File: src/rtl/msx2_pkg.sv
package msx2_pkg;

   // Width of one schedule word; the message schedule is defined on 32-bit words.
   localparam int unsigned WORD_W = 32;

   typedef logic [WORD_W-1:0] word_t;

   // Left rotation of a word; the amount is reduced modulo the word width.
   function automatic word_t rotl(input word_t x, input int unsigned amt);
      int unsigned a;
      a = amt % WORD_W;
      if (a == 0) return x;
      return (x << a) | (x >> (WORD_W - a));
   endfunction

endpackage

File: src/rtl/msx2_lane.sv
// One lane of the preliminary combine: rotated older word, newer word, partial word.
module msx2_lane
   import msx2_pkg::*;
#(
   parameter int unsigned ROT_LO = 7
) (
   input  word_t part_in,
   input  word_t lo_in,
   input  word_t hi_in,
   output word_t pre_out
);

   initial begin
      if (ROT_LO >= WORD_W) $error("msx2_lane: ROT_LO out of range");
   end

   word_t lo_rot;

   always_comb begin
      lo_rot  = rotl(lo_in, ROT_LO);
      pre_out = lo_rot ^ hi_in ^ part_in;
   end

endmodule

File: src/rtl/msx2_fixup.sv
// Correction of the last lane using the freshly formed first lane.
module msx2_fixup
   import msx2_pkg::*;
#(
   parameter int unsigned ROT_A = 6,
   parameter int unsigned ROT_B = 15,
   parameter int unsigned ROT_C = 30
) (
   input  word_t seed_in,
   input  word_t pre_in,
   output word_t fix_out
);

   initial begin
      if (ROT_A >= WORD_W || ROT_B >= WORD_W || ROT_C >= WORD_W)
         $error("msx2_fixup: rotation amount out of range");
   end

   word_t mix;

   always_comb begin
      mix     = rotl(seed_in, ROT_A) ^ rotl(seed_in, ROT_B) ^ rotl(seed_in, ROT_C);
      fix_out = pre_in ^ mix;
   end

endmodule

File: src/rtl/msx2_outreg.sv
// Single result register with valid/ready flow control.
module msx2_outreg #(
   parameter int unsigned DATA_W = 128
) (
   input  logic              clk,
   input  logic              rst_n,
   input  logic              in_valid,
   output logic              in_ready,
   input  logic [DATA_W-1:0] in_data,
   output logic              out_valid,
   input  logic              out_ready,
   output logic [DATA_W-1:0] out_data
);

   initial begin
      if (DATA_W == 0) $error("msx2_outreg: DATA_W must be positive");
   end

   logic              vld_q;
   logic [DATA_W-1:0] dat_q;
   logic              take;

   always_comb begin
      in_ready = !vld_q || out_ready;
      take     = in_valid && in_ready;
   end

   always_ff @(posedge clk or negedge rst_n) begin
      if (!rst_n) begin
         vld_q <= 1'b0;
      end else if (take) begin
         vld_q <= 1'b1;
      end else if (out_ready) begin
         vld_q <= 1'b0;
      end
   end

   always_ff @(posedge clk or negedge rst_n) begin
      if (!rst_n) begin
         dat_q <= '0;
      end else if (take) begin
         dat_q <= in_data;
      end
   end

   assign out_valid = vld_q;
   assign out_data  = dat_q;


   reset_idle_chk: assert property (@(posedge clk) !rst_n |=> !out_valid);


   stall_blocks_chk: assert property (@(posedge clk) disable iff (!rst_n)
      (out_valid && !out_ready) |-> !in_ready);


   accept_lat_chk: assert property (@(posedge clk) disable iff (!rst_n)
      (in_valid && in_ready) |=> out_valid);


   hold_stable_chk: assert property (@(posedge clk) disable iff (!rst_n)
      (out_valid && !out_ready) |=> (out_valid && $stable(out_data)));


   drain_chk: assert property (@(posedge clk) disable iff (!rst_n)
      (out_valid && out_ready && !in_valid) |=> !out_valid);

endmodule

File: src/rtl/msx2_top.sv
module msx2_top
   import msx2_pkg::*;
#(
   parameter int unsigned LANES  = 4,
   parameter int unsigned ROT_LO = 7,
   parameter int unsigned ROT_A  = 6,
   parameter int unsigned ROT_B  = 15,
   parameter int unsigned ROT_C  = 30
) (
   input  logic         clk,
   input  logic         rst_n,
   input  logic         in_valid,
   output logic         in_ready,
   input  logic [127:0] mid_words,
   input  logic [127:0] prev_lo,
   input  logic [127:0] prev_hi,
   output logic         out_valid,
   input  logic         out_ready,
   output logic [127:0] sched_out
);

   localparam int unsigned VEC_W = LANES * WORD_W;
   localparam int unsigned LAST  = LANES - 1;

   initial begin
      if (LANES != 4)   $error("msx2_top: LANES must be 4");
      if (VEC_W != 128) $error("msx2_top: vector width must be 128");
   end

   word_t [LANES-1:0] pre;
   word_t [LANES-1:0] fin;

   generate
      for (genvar k = 0; k < LANES; k++) begin : g_lane
         msx2_lane #(.ROT_LO(ROT_LO)) i_lane (
            .part_in (mid_words[k*WORD_W +: WORD_W]),
            .lo_in   (prev_lo  [k*WORD_W +: WORD_W]),
            .hi_in   (prev_hi  [k*WORD_W +: WORD_W]),
            .pre_out (pre[k])
         );
         if (k == LAST) begin : g_fix
            msx2_fixup #(.ROT_A(ROT_A), .ROT_B(ROT_B), .ROT_C(ROT_C)) i_fix (
               .seed_in (pre[0]),
               .pre_in  (pre[k]),
               .fix_out (fin[k])
            );
         end else begin : g_pass
            assign fin[k] = pre[k];
         end
      end
   endgenerate

   logic [VEC_W-1:0] result;
   assign result = fin;

   msx2_outreg #(.DATA_W(VEC_W)) i_oreg (
      .clk       (clk),
      .rst_n     (rst_n),
      .in_valid  (in_valid),
      .in_ready  (in_ready),
      .in_data   (result),
      .out_valid (out_valid),
      .out_ready (out_ready),
      .out_data  (sched_out)
   );

endmodule

File: config.mk
export PLATFORM = sky130hd
export DESIGN_NAME = msx2_top
export DESIGN_NICKNAME = d
export VERILOG_FILES = /design/src/rtl/msx2_pkg.sv /design/src/rtl/msx2_lane.sv /design/src/rtl/msx2_fixup.sv /design/src/rtl/msx2_outreg.sv /design/src/rtl/msx2_top.sv
export SDC_FILE = /design/constraint.sdc
export NUM_CORES = 1
export LEC_CHECK = 0
export ABC_AREA = 1
export BUFFER_PORTS_ARGS = -buffer_cell sky130_fd_sc_hd__buf_2
export CAP_MARGIN = 40
export CORE_AREA = 2 2 200 202
export DETAILED_ROUTE_END_ITERATION = 16
export DIE_AREA = 0 0 202 204
export GPL_TIMING_DRIVEN = 0
export HOLD_SLACK_MARGIN = 0.1
export MAX_ROUTING_LAYER = met4
export PLACE_DENSITY = 0.52
export SYNTH_ARGS = -nofsm -noshare
export SYNTH_HDL_FRONTEND = slang
export SYNTH_SLANG_ARGS = --single-unit
File: constraint.sdc
create_clock -name clk -period 3.7 [get_ports clk]
set_clock_uncertainty 0.2 [all_clocks]
set_input_delay 0 -clock clk [delete_from_list [all_inputs] [get_ports clk]]
set_output_delay 0 -clock clk [all_outputs]
set_load 0.02 [all_outputs]
After elaboration in Yosys (flattened, before gate mapping)
Cells that the tools add are included.
{"block": "word_totals", "register_bits": 129, "latchBits": 0, "mem_bits_rw": 0, "mem_bits_ro": 0, "in_bits": 388, "output_inout_bits": 130, "wordCells": 26, "memories": 0}
{"block": "op_classes", "n_addsub": 0, "multipliers": 0, "n_div": 0, "order_cmp": 0, "eq_ne": 0, "n_shift": 0, "n_mux": 2, "n_bitwise": 18, "n_reduce_logical": 4}
{"op": "32-bit bitwise XOR", "count": 11}
{"op": "32-bit by 7-bit bitwise OR with 32-bit output", "count": 4}
{"op": "32-bit by 15-bit bitwise OR with 32-bit output", "count": 1}
{"op": "32-bit by 30-bit bitwise OR with 32-bit output", "count": 1}
{"op": "32-bit by 6-bit bitwise OR with 32-bit output", "count": 1}
{"op": "1-bit 2-to-1 mux", "count": 2}
{"op": "2-bit nonzero test", "count": 1}
{"op": "1-bit logical AND", "count": 1}
{"op": "1-bit logical NOT", "count": 1}
{"op": "1-bit logical OR", "count": 1}

Depth between registers and ports, before layout
Gate-level depths: netlist of run 1.
{"block": "depth", "depth_word": 7, "depth_mapped": 11, "mapped_depth_nobuf": 11}

By module
Synthesis of run 1 repeated with hierarchy kept, for this count alone.
{"block": "hier_totals", "cells_unflattened": 2207, "area_unflattened_um2": 11690.0}
{"module": "msx2_outreg", "instances": 1, "cells_per_inst": 559, "area_each_um2": 5071.1, "seq_area_each_um2": 3228.1}
{"module": "msx2_lane", "instances": 4, "cells_per_inst": 288, "area_each_um2": 1121.1, "seq_area_each_um2": 0.0}
{"module": "msx2_fixup", "instances": 1, "cells_per_inst": 496, "area_each_um2": 2134.5, "seq_area_each_um2": 0.0}

Worst setup path before layout of run 1
OpenSTA, ideal clock, no wires.
{"block": "synth_path", "path_type": "register to register", "startpoint": "reg i_oreg.vld_q (netlist: i_oreg.out_valid)", "endpoint": "reg i_oreg.dat_q[85] (netlist: i_oreg.out_data[85])", "setup_time_ns": 0.132, "t_arrival_ns": 1.221, "t_required_ns": 3.368, "setup_slack_ns": 2.147, "stages_incl_launch_ff": 8, "path_buffers": 3, "synth_period_minus_slack_ns": 1.553, "path_cell_list": "dfrtp_1 > nand2_2 > nand2_4 > buf_6 > buf_12 > buf_6 > nand2_1 > o21ai_1"}
{"block": "synth_via", "elab_chain_cells": 3}
{"element": "from (decl)", "line": "msx2_outreg.sv:19", "rtl": "logic vld_q;"}
{"element": "from (signal assigned)", "line": "msx2_outreg.sv:30", "rtl": "vld_q <= 1'b0;"}
{"element": "from (signal assigned)", "line": "msx2_outreg.sv:32", "rtl": "vld_q <= 1'b1;"}
{"element": "from (signal assigned)", "line": "msx2_outreg.sv:34", "rtl": "vld_q <= 1'b0;"}
{"element": "1-bit logical NOT", "line": "msx2_outreg.sv:24", "rtl": "in_ready = !vld_q || out_ready;"}
{"element": "1-bit logical OR", "line": "msx2_outreg.sv:24"}
{"element": "via in_ready", "line": "msx2_top.sv:13", "rtl": "output logic in_ready,"}
{"element": "1-bit logical AND", "line": "msx2_outreg.sv:25", "rtl": "take = in_valid && in_ready;"}
{"element": "to (signal assigned)", "line": "msx2_outreg.sv:42", "rtl": "dat_q <= in_data;"}
{"element": "to (decl)", "line": "msx2_outreg.sv:20", "rtl": "logic [DATA_W-1:0] dat_q;"}
The timed path passes the listed nets, and every way through them passes these cells.
A chain may end at the register's enable or synchronous reset.

Final worst setup path of run 1
{"block": "layout_path", "startpoint": "in mid_words[7]", "endpoint": "reg i_oreg.dat_q[101] (netlist: i_oreg.out_data[101])"}
{"block": "layout_via", "elab_chain_cells": 4}
{"element": "from (decl)", "line": "msx2_top.sv:14", "rtl": "input logic [127:0] mid_words,"}
{"element": "32-bit bitwise XOR", "line": "msx2_lane.sv:21", "rtl": "pre_out = lo_rot ^ hi_in ^ part_in;"}
{"element": "32-bit by 30-bit bitwise OR with 32-bit output", "line": "msx2_pkg.sv:13", "rtl": "return (x << a) | (x >> (WORD_W - a));"}
{"element": "32-bit bitwise XOR", "line": "msx2_fixup.sv:22", "rtl": "mix = rotl(seed_in, ROT_A) ^ rotl(seed_in, ROT_B) ^ rotl(seed_in, ROT_C);"}
{"element": "32-bit bitwise XOR", "line": "msx2_fixup.sv:23", "rtl": "fix_out = pre_in ^ mix;"}
Every way passes these cells.

==> flow_metrics.py, run 1 <==
metrics = {
    "cts": {
        "cts.clk_slew.worst_paths_ns": 0.06,
        "postCtsResizedCells": 0,
        "cts_tree": "built",
        "htreeDepth": 4,
        "clk_path_buf_depth": 2,
        "insertion_delay_ns": 0.42,
        "cts_buffers": 17,
        "clock-sinks": 129,
        "cts-root-buf": "clkbuf_16",
    },
    "sta": {
        "setup_viol": 0,
        "rsz0062_at_grt": "no",
        "finalCriticalPeriod_ns": 3.48,
        "relSlewSlack_pct": 45.0,
        "finalSetupTns_ns": 0,
        "drv_slew": 0,
        "fmax_mhz": 288,
        "final.period_utilization_pct": 94.0,
        "tightest_slew_ns": 0.825,
        "hold_viol_final": 0,
    },
    "worst_setup_path": {
        "cpPeakStageDelay_ns": 0.62,
        "r2r_slack_ns": 1.37,
        "critPathLaunch": "mid_words[7]",
        "cp_slowest_cell": "dlygate4sd3_1",
        "path_class": "input port to register",
        "r2r_end": "i_oreg.out_data[107]",
        "endpoint": "i_oreg.out_data[101]",
        "rr_startpoint": "i_oreg.out_valid",
        "r2r_cells": 8,
        "worst_path_most_repeated_cell": "nand2_1",
        "endpoint_kind": "register",
        "cp_cell_sequence": "dlygate4sd3_1, buf_2, inv_1, nand2_1, nand2_1, nand2_1, dlygate4sd3_1, nand2_1, dlygate4sd3_1, nand2_1, nand3_1, dlygate4sd3_1, nand3_1, dlygate4sd3_1, nand2_1",
        "critPathMaxFanout": 3,
        "worstPathRequired_ns": 3.86,
        "worstSetupStartpointType": "input port",
        "crit_family": "buffers and inverters",
        "cp.depth": 15,
        "critPathBufInv": 7,
        "worstPathArrival_ns": 3.64,
    },
    "final_layout": {
        "layout.cells.non_filler": 3243,
        "area_growth_pct": 79.5,
        "nNetsFinal": 3086,
        "fill_cells": 3936,
        "seq_area_mm2": 0.00323,
        "multiInputGateArea_mm2": 0.00603,
        "drive_gt1_share_pct": 21.1,
    },
    "yosys": {
        "yosysTopAreaCellShare_pct": 34.3,
        "synth_flop_cell": "dfrtp_1",
        "yosys_warnings": 0,
        "async_flop_share_pct": 100,
        "ys_seq_area_share_pct": 31.3,
        "synth_top_cell_by_area": "nand2_1",
        "ys_ff_latch": 129,
        "yosysMostFrequentCell": "nand2_1",
        "syn_area_mm2": 0.0103,
        "synth_common_cells": "nand2_1 (942), inv_1 (233), nand3_1 (174), dfrtp_1 (129), o21ai_0 (79)",
        "synth_area_leaders": "nand2_1 (34%), dfrtp_1 (31%), inv_1 (8.5%), nand3_1 (8.4%), xnor2_1 (5.4%)",
        "synth_nets": 2120,
        "synth.distinct_cells": 16,
        "synth_area_per_cell_um2": 5.96,
        "synthCells": 1732,
        "synth_edf_count": 0,
    },
    "global_routing": {
        "antenna_found_initial": 6,
        "grt_pass1_vias": 14200,
        "grt_pass1_wl_um": 72900,
        "grt_max_degree": 81,
        "grt.overflow.total": 0,
        "grt_usage_pct": 23.4,
    },
    "power_and_ir_drop": {
        "pwr_density_cell_mw_per_mm2": 349,
        "leakagePower_nw": 10.5,
        "peakVddDrop_uv": 311,
    },
    "floorplan": {
        "coreArea_mm2": 0.0392,
        "die_w_um": 202,
        "row_count": 73,
        "die_y_um": 204,
        "dieArea_mm2": 0.0412,
        "start_util_pct": 26.3,
        "io_pins": 518,
    },
    "route": {
        "postRouteAntennaNets": 0,
        "vias_per_cell": 4.39,
        "firstDrtPassIters": 5,
        "drc_errors": 0,
        "vias": 14200,
        "wl_um": 47600,
        "route.detailed.wl_per_inst_um": 14.7,
        "dr.first_iter.drc_count": 594,
    },
    "status": {
        "status": "complete, no violations",
    },
    "placed_design": {
        "place.port_buffers": 517,
        "hpwl_um": 35300,
        "gp_congestion": 0.889,
        "dp_cells": 2775,
    },
    "min_path": {
        "hold_class": "input port to register",
    },
    "flow_run": {
        "max_cap_viol_count": 0,
    },
}
## kinds of logic after synthesis
| group | after synthesis | synth area share, % |
|---|---|---|
| AND/OR/NAND/NOR | 1118 | 42.9 |
| buffers and inverters | 261 | 10.3 |
| flip-flops | 129 | 31.3 |
| XOR/XNOR | 128 | 10.9 |
| AO/OA/AOI/OAI | 96 | 4.66 |
## cell usage in the layout, fill, tap and decap left out
master	n
inv_6	4
inv_8	5
dfrtp_1	129
o21ai_1	17
clkinvlp_4	1
buf_16	2
inv_2	1
nand2_4	1
nand3_1	174
xnor2_1	64
inv_1	233
dlygate4sd3_1	428
buf_4	3
nand2_2	1
nand2_1	942
clkinv_8	3
o21ai_0	79
buf_2	524
buf_6	7
clkinv_4	2
clkbuf_16	17
xor2_1	64
clkbuf_1	9
diode_2	7
buf_12	1
## power by group
part | internal (mW) | total (mW) | leakage [nW] | switching [mW]
clock | 0.908 | 1.72 | 0.287 | 0.810
sequential | 1.68 | 1.85 | 1.57 | 0.169
combinational | 1.31 | 2.88 | 8.68 | 1.57
total | 3.90 | 6.45 | 10.5 | 2.55
## what timing repair did
| item | CTS | global route |
|---|---|---|
| hold buffers | 447 | 0 |
| setup endpoints to repair | 0 | 18 |
| endpoints found under the hold margin | 258 | 0 |
| setup buffers | 0 | 0 |
## how the worst min path moves through the flow
| stage | cells after the start | end | start | slack (ns) |
|---|---|---|---|---|
| 3_5_place_dp | 1 | i_oreg.out_data[80] | rst_n | -0.22 |
| 2_1_floorplan | 0 | i_oreg.out_data[0] | rst_n | -0.50 |
| 3_3_place_gp | 3 | i_oreg.out_data[80] | mid_words[80] | 0.09 |
| 4_1_cts | 5 | i_oreg.out_data[4] | mid_words[4] | 0.10 |
| 5_1_grt | 10 | i_oreg.out_data[109] | prev_hi[109] | 0.12 |
| 6_report | 10 | i_oreg.out_data[109] | prev_hi[109] | 0.02 |
## metrics by stage
stage	hold slack, ns	instance area [um^2]	utilization, %	total power [mW]	setup slack, ns
after floorplan	-0.496	10300	-	3.07	2.15
after global placement	0.0918	13600	34.6	4.04	0.400
after detailed placement	-0.217	13600	34.7	4.08	1.73
after CTS	0.100	18700	47.7	6.52	0.0259
after global routing	0.116	18500	47.2	6.88	0.0591
final	0.0178	18500	47.2	6.45	0.223
## layout make-up
class | instances | share of cell area, %
timing repair buffer | 947 | 37.4
multi-input combinational | 1342 | 32.5
sequential | 129 | 17.4
inverter | 234 | 4.74
tap | 525 | 3.55
clock buffer | 17 | 2.30
buffer | 27 | 0.993
clock inverter | 15 | 0.892
antenna | 7 | 0.0946
## routing by layer
layer	vias up	routed length (um)	global-route usage, %
li1	7202	-	-
met1	6520	20400	27.9
met2	418	22400	38.2
met3	86	3200	5.64
met4	0	1660	9.11
met5	-	0	-
## sequential cells by signal, indices dropped and copies added (netlist names)
name / count
i_oreg.out_data: 128
i_oreg.out_valid: 1
## worst min-delay path: stages
cell and delay (ns):
buf_2 0.08, nand2_1 0.07, nand3_1 0.08, nand2_1 0.06, nand2_1 0.06, nand2_1 0.06, inv_1 0.05, nand2_1 0.04
nand3_1 0.05, nand2_1 0.04
No activity file was read; power rests on OpenSTA's default activity.
==> inputs of run 2 (changes only) <==
CORE_AREA = 2 2 203 205   (was 2 2 200 202)
DIE_AREA = 0 0 205 207   (was 0 0 202 204)
PLACE_DENSITY = 0.51   (was 0.52)
==> run 2 against run 1 <==
Hold slack improved by 0.017 ns. Critical path depth increased by 1. Cell count about the same. First-iteration DRC count increased by 17%. Count of clock-buffer cells in the layout unchanged. Cell area decreased by 0.29%. Setup slack got worse by 0.0058 ns. Register-to-register slack improved by 0.07 ns. Clock power decreased by 3%. Sequential cell count unchanged. Non-clock buffer count decreased by 3. Die area increased by 3.0%. Highest routed layer unchanged.
==> flow_metrics.py, run 2 (synthesis gave the netlist of run 1 again) <==
metrics = {
    "status": {
        "status": "complete, no violations",
    },
    "sta": {
        "tightest_slew_ns": 0.757,
        "rsz0062_at_grt": "no",
        "finalSetupTns_ns": 0,
        "hold_viol_final": 0,
        "drv_slew": 0,
        "fmax_mhz": 287,
        "relSlewSlack_pct": 49.5,
        "setup_viol": 0,
        "final.period_utilization_pct": 94.1,
        "hold_ws_ns": 0.0351,
        "finalCriticalPeriod_ns": 3.48,
        "worst_slack_ns": 0.217,
    },
    "global_routing": {
        "grt.overflow.total": 0,
        "grt_pass1_vias": 13900,
        "antenna_found_initial": 4,
        "grt_usage_pct": 22.5,
        "grt_max_degree": 74,
        "grt_pass1_wl_um": 71700,
    },
    "floorplan": {
        "row_count": 74,
        "start_util_pct": 25.6,
        "coreArea_mm2": 0.0404,
        "dieArea_mm2": 0.0424,
        "io_pins": 518,
        "die_w_um": 205,
        "die_y_um": 207,
    },
    "final_layout": {
        "most-common-layout-cells": "nand2_1 (941), buf_2 (524), dlygate4sd3_1 (425)",
        "fill_cells": 4190,
        "final_common_cell": "nand2_1",
        "drive_gt1_share_pct": 21.2,
        "nNetsFinal": 3083,
        "area_growth_pct": 78.9,
        "multiInputGateArea_mm2": 0.00603,
        "layout.cells.non_filler": 3244,
        "largest_reg_flops": 128,
        "seq_area_mm2": 0.00323,
    },
    "worst_setup_path": {
        "cp_slowest_cell": "dlygate4sd3_1",
        "path_class": "input port to register",
        "rr_startpoint": "i_oreg.out_valid",
        "cp_cell_sequence": "dlygate4sd3_1, buf_2, inv_1, nand2_1, nand2_1, nand2_1, dlygate4sd3_1, nand2_1, dlygate4sd3_1, nand2_1, nand2_1, nand2_1, dlygate4sd3_1, nand3_1, dlygate4sd3_1, nand2_1",
        "worstPathRequired_ns": 3.81,
        "worstSetupStartpointType": "input port",
        "crit_family": "buffers and inverters",
        "worstPathArrival_ns": 3.60,
        "critPathMaxFanout": 3,
        "critPathLaunch": "mid_words[29]",
        "endpoint_kind": "register",
        "worst_path_most_repeated_cell": "nand2_1",
        "cpPeakStageDelay_ns": 0.61,
        "critPathBufInv": 7,
    },
    "power_and_ir_drop": {
        "p_int_mw": 3.86,
        "swShare_pct": 39.4,
        "power_frac_seq_pct": 28.9,
        "leakagePower_nw": 10.5,
        "peakVddDrop_uv": 245,
        "pwr_density_cell_mw_per_mm2": 345,
        "p_comb_share_pct": 44.8,
        "p_sw_mw": 2.51,
        "pwr-share-clk_pct": 26.3,
    },
    "cts": {
        "clock-sinks": 129,
        "htreeDepth": 4,
        "cts_tree": "built",
        "insertion_delay_ns": 0.42,
        "cts_buffers": 17,
        "postCtsSetupRepairBufs": 0,
        "cts.clk_slew.worst_paths_ns": 0.07,
        "cts-root-buf": "clkbuf_16",
        "clk_path_buf_depth": 2,
    },
    "route": {
        "dr.first_iter.drc_count": 696,
        "vias": 14100,
        "drc_errors": 0,
        "firstDrtPassIters": 5,
        "wl_um": 47400,
        "route.detailed.wl_per_inst_um": 14.6,
        "vias_per_cell": 4.34,
        "postRouteAntennaNets": 0,
    },
    "min_path": {
        "hold_start": "prev_hi[126]",
        "hold_class": "input port to register",
    },
    "placed_design": {
        "place_ws_ns": 1.78,
        "gp_congestion": 0.904,
        "place.port_buffers": 517,
        "hpwl_um": 35600,
        "dp_cells": 2782,
    },
    "flow_run": {
        "max_cap_viol_count": 0,
    },
}
[run 2: changes by cell type in the layout (fill, tap and decap cells not counted)]
cell / change
clkinv_8: -3
diode_2: -3
dlygate4sd3_1: -3
clkinvlp_4: +2
inv_6: +2
inv_8: -1
nand2_1: -1
nand2_2: +1
[run 2: per-stage QoR]
stage	power, mW	util (%)	cell area (um^2)
after detailed placement	4.09	33.7	13600
after global placement	4.04	33.6	13600
after global routing	6.80	45.7	18500
final	6.37	45.7	18500
after CTS	6.45	46.0	18600
after floorplan	3.07	-	10300
[run 2: repair_timing]
action	in CTS	in global routing
resized for setup	0	1
endpoints found under the hold margin	258	2
setup endpoints to repair	0	18
hold buffers	440	4
[run 2: metal layers]
layer | track usage, % | vias to the layer above | wire [um]
met2 | 37.7 | 376 | 22500
met4 | 6.33 | 0 | 1060
met1 | 27.6 | 6432 | 21200
met3 | 4.11 | 56 | 2670
li1 | - | 7214 | -
met5 | - | - | 0
[run 2: power by group through the flow]
stage / clock network (mW) / logic [mW] / registers [mW]
6_report: 1.67 / 2.85 / 1.84
5_1_grt: 1.79 / 3.13 / 1.87
2_1_floorplan: 0 / 0.882 / 2.19
3_3_place_gp: 0 / 2.19 / 1.85
3_5_place_dp: 0 / 2.23 / 1.86
4_1_cts: 1.73 / 2.88 / 1.84
[run 2: path summary, 6_finish.rpt]
check                                       endpoint  slack [ns]  cells after the start
worst max-delay path            i_oreg.out_data[123]        0.22                     16
worst max register to register  i_oreg.out_data[114]        1.44                      8
worst min register to register  i_oreg.out_data[126]        0.28                      2
max in group asynchronous        i_oreg.out_data[21]        2.43                      4
min in group asynchronous        i_oreg.out_data[76]        0.47                      4
worst min-delay path            i_oreg.out_data[126]        0.04                     10
[run 2: final cells by class]
| type | instances | area share, % |
|---|---|---|
| timing repair buffer | 944 | 37.4 |
| multi-input combinational | 1342 | 32.7 |
| inverter | 234 | 4.76 |
| tap | 532 | 3.61 |
| clock inverter | 15 | 0.746 |
| clock buffer | 17 | 2.30 |
| buffer | 27 | 0.996 |
| antenna | 4 | 0.0542 |
| sequential | 129 | 17.5 |
[run 2: tightest hold or removal path, delay by kind of cell]
| kind | cells | cell delay, ns |
|---|---|---|
| buffers and inverters | 2 | 0.14 |
| AND/OR/NAND/NOR | 8 | 0.49 |
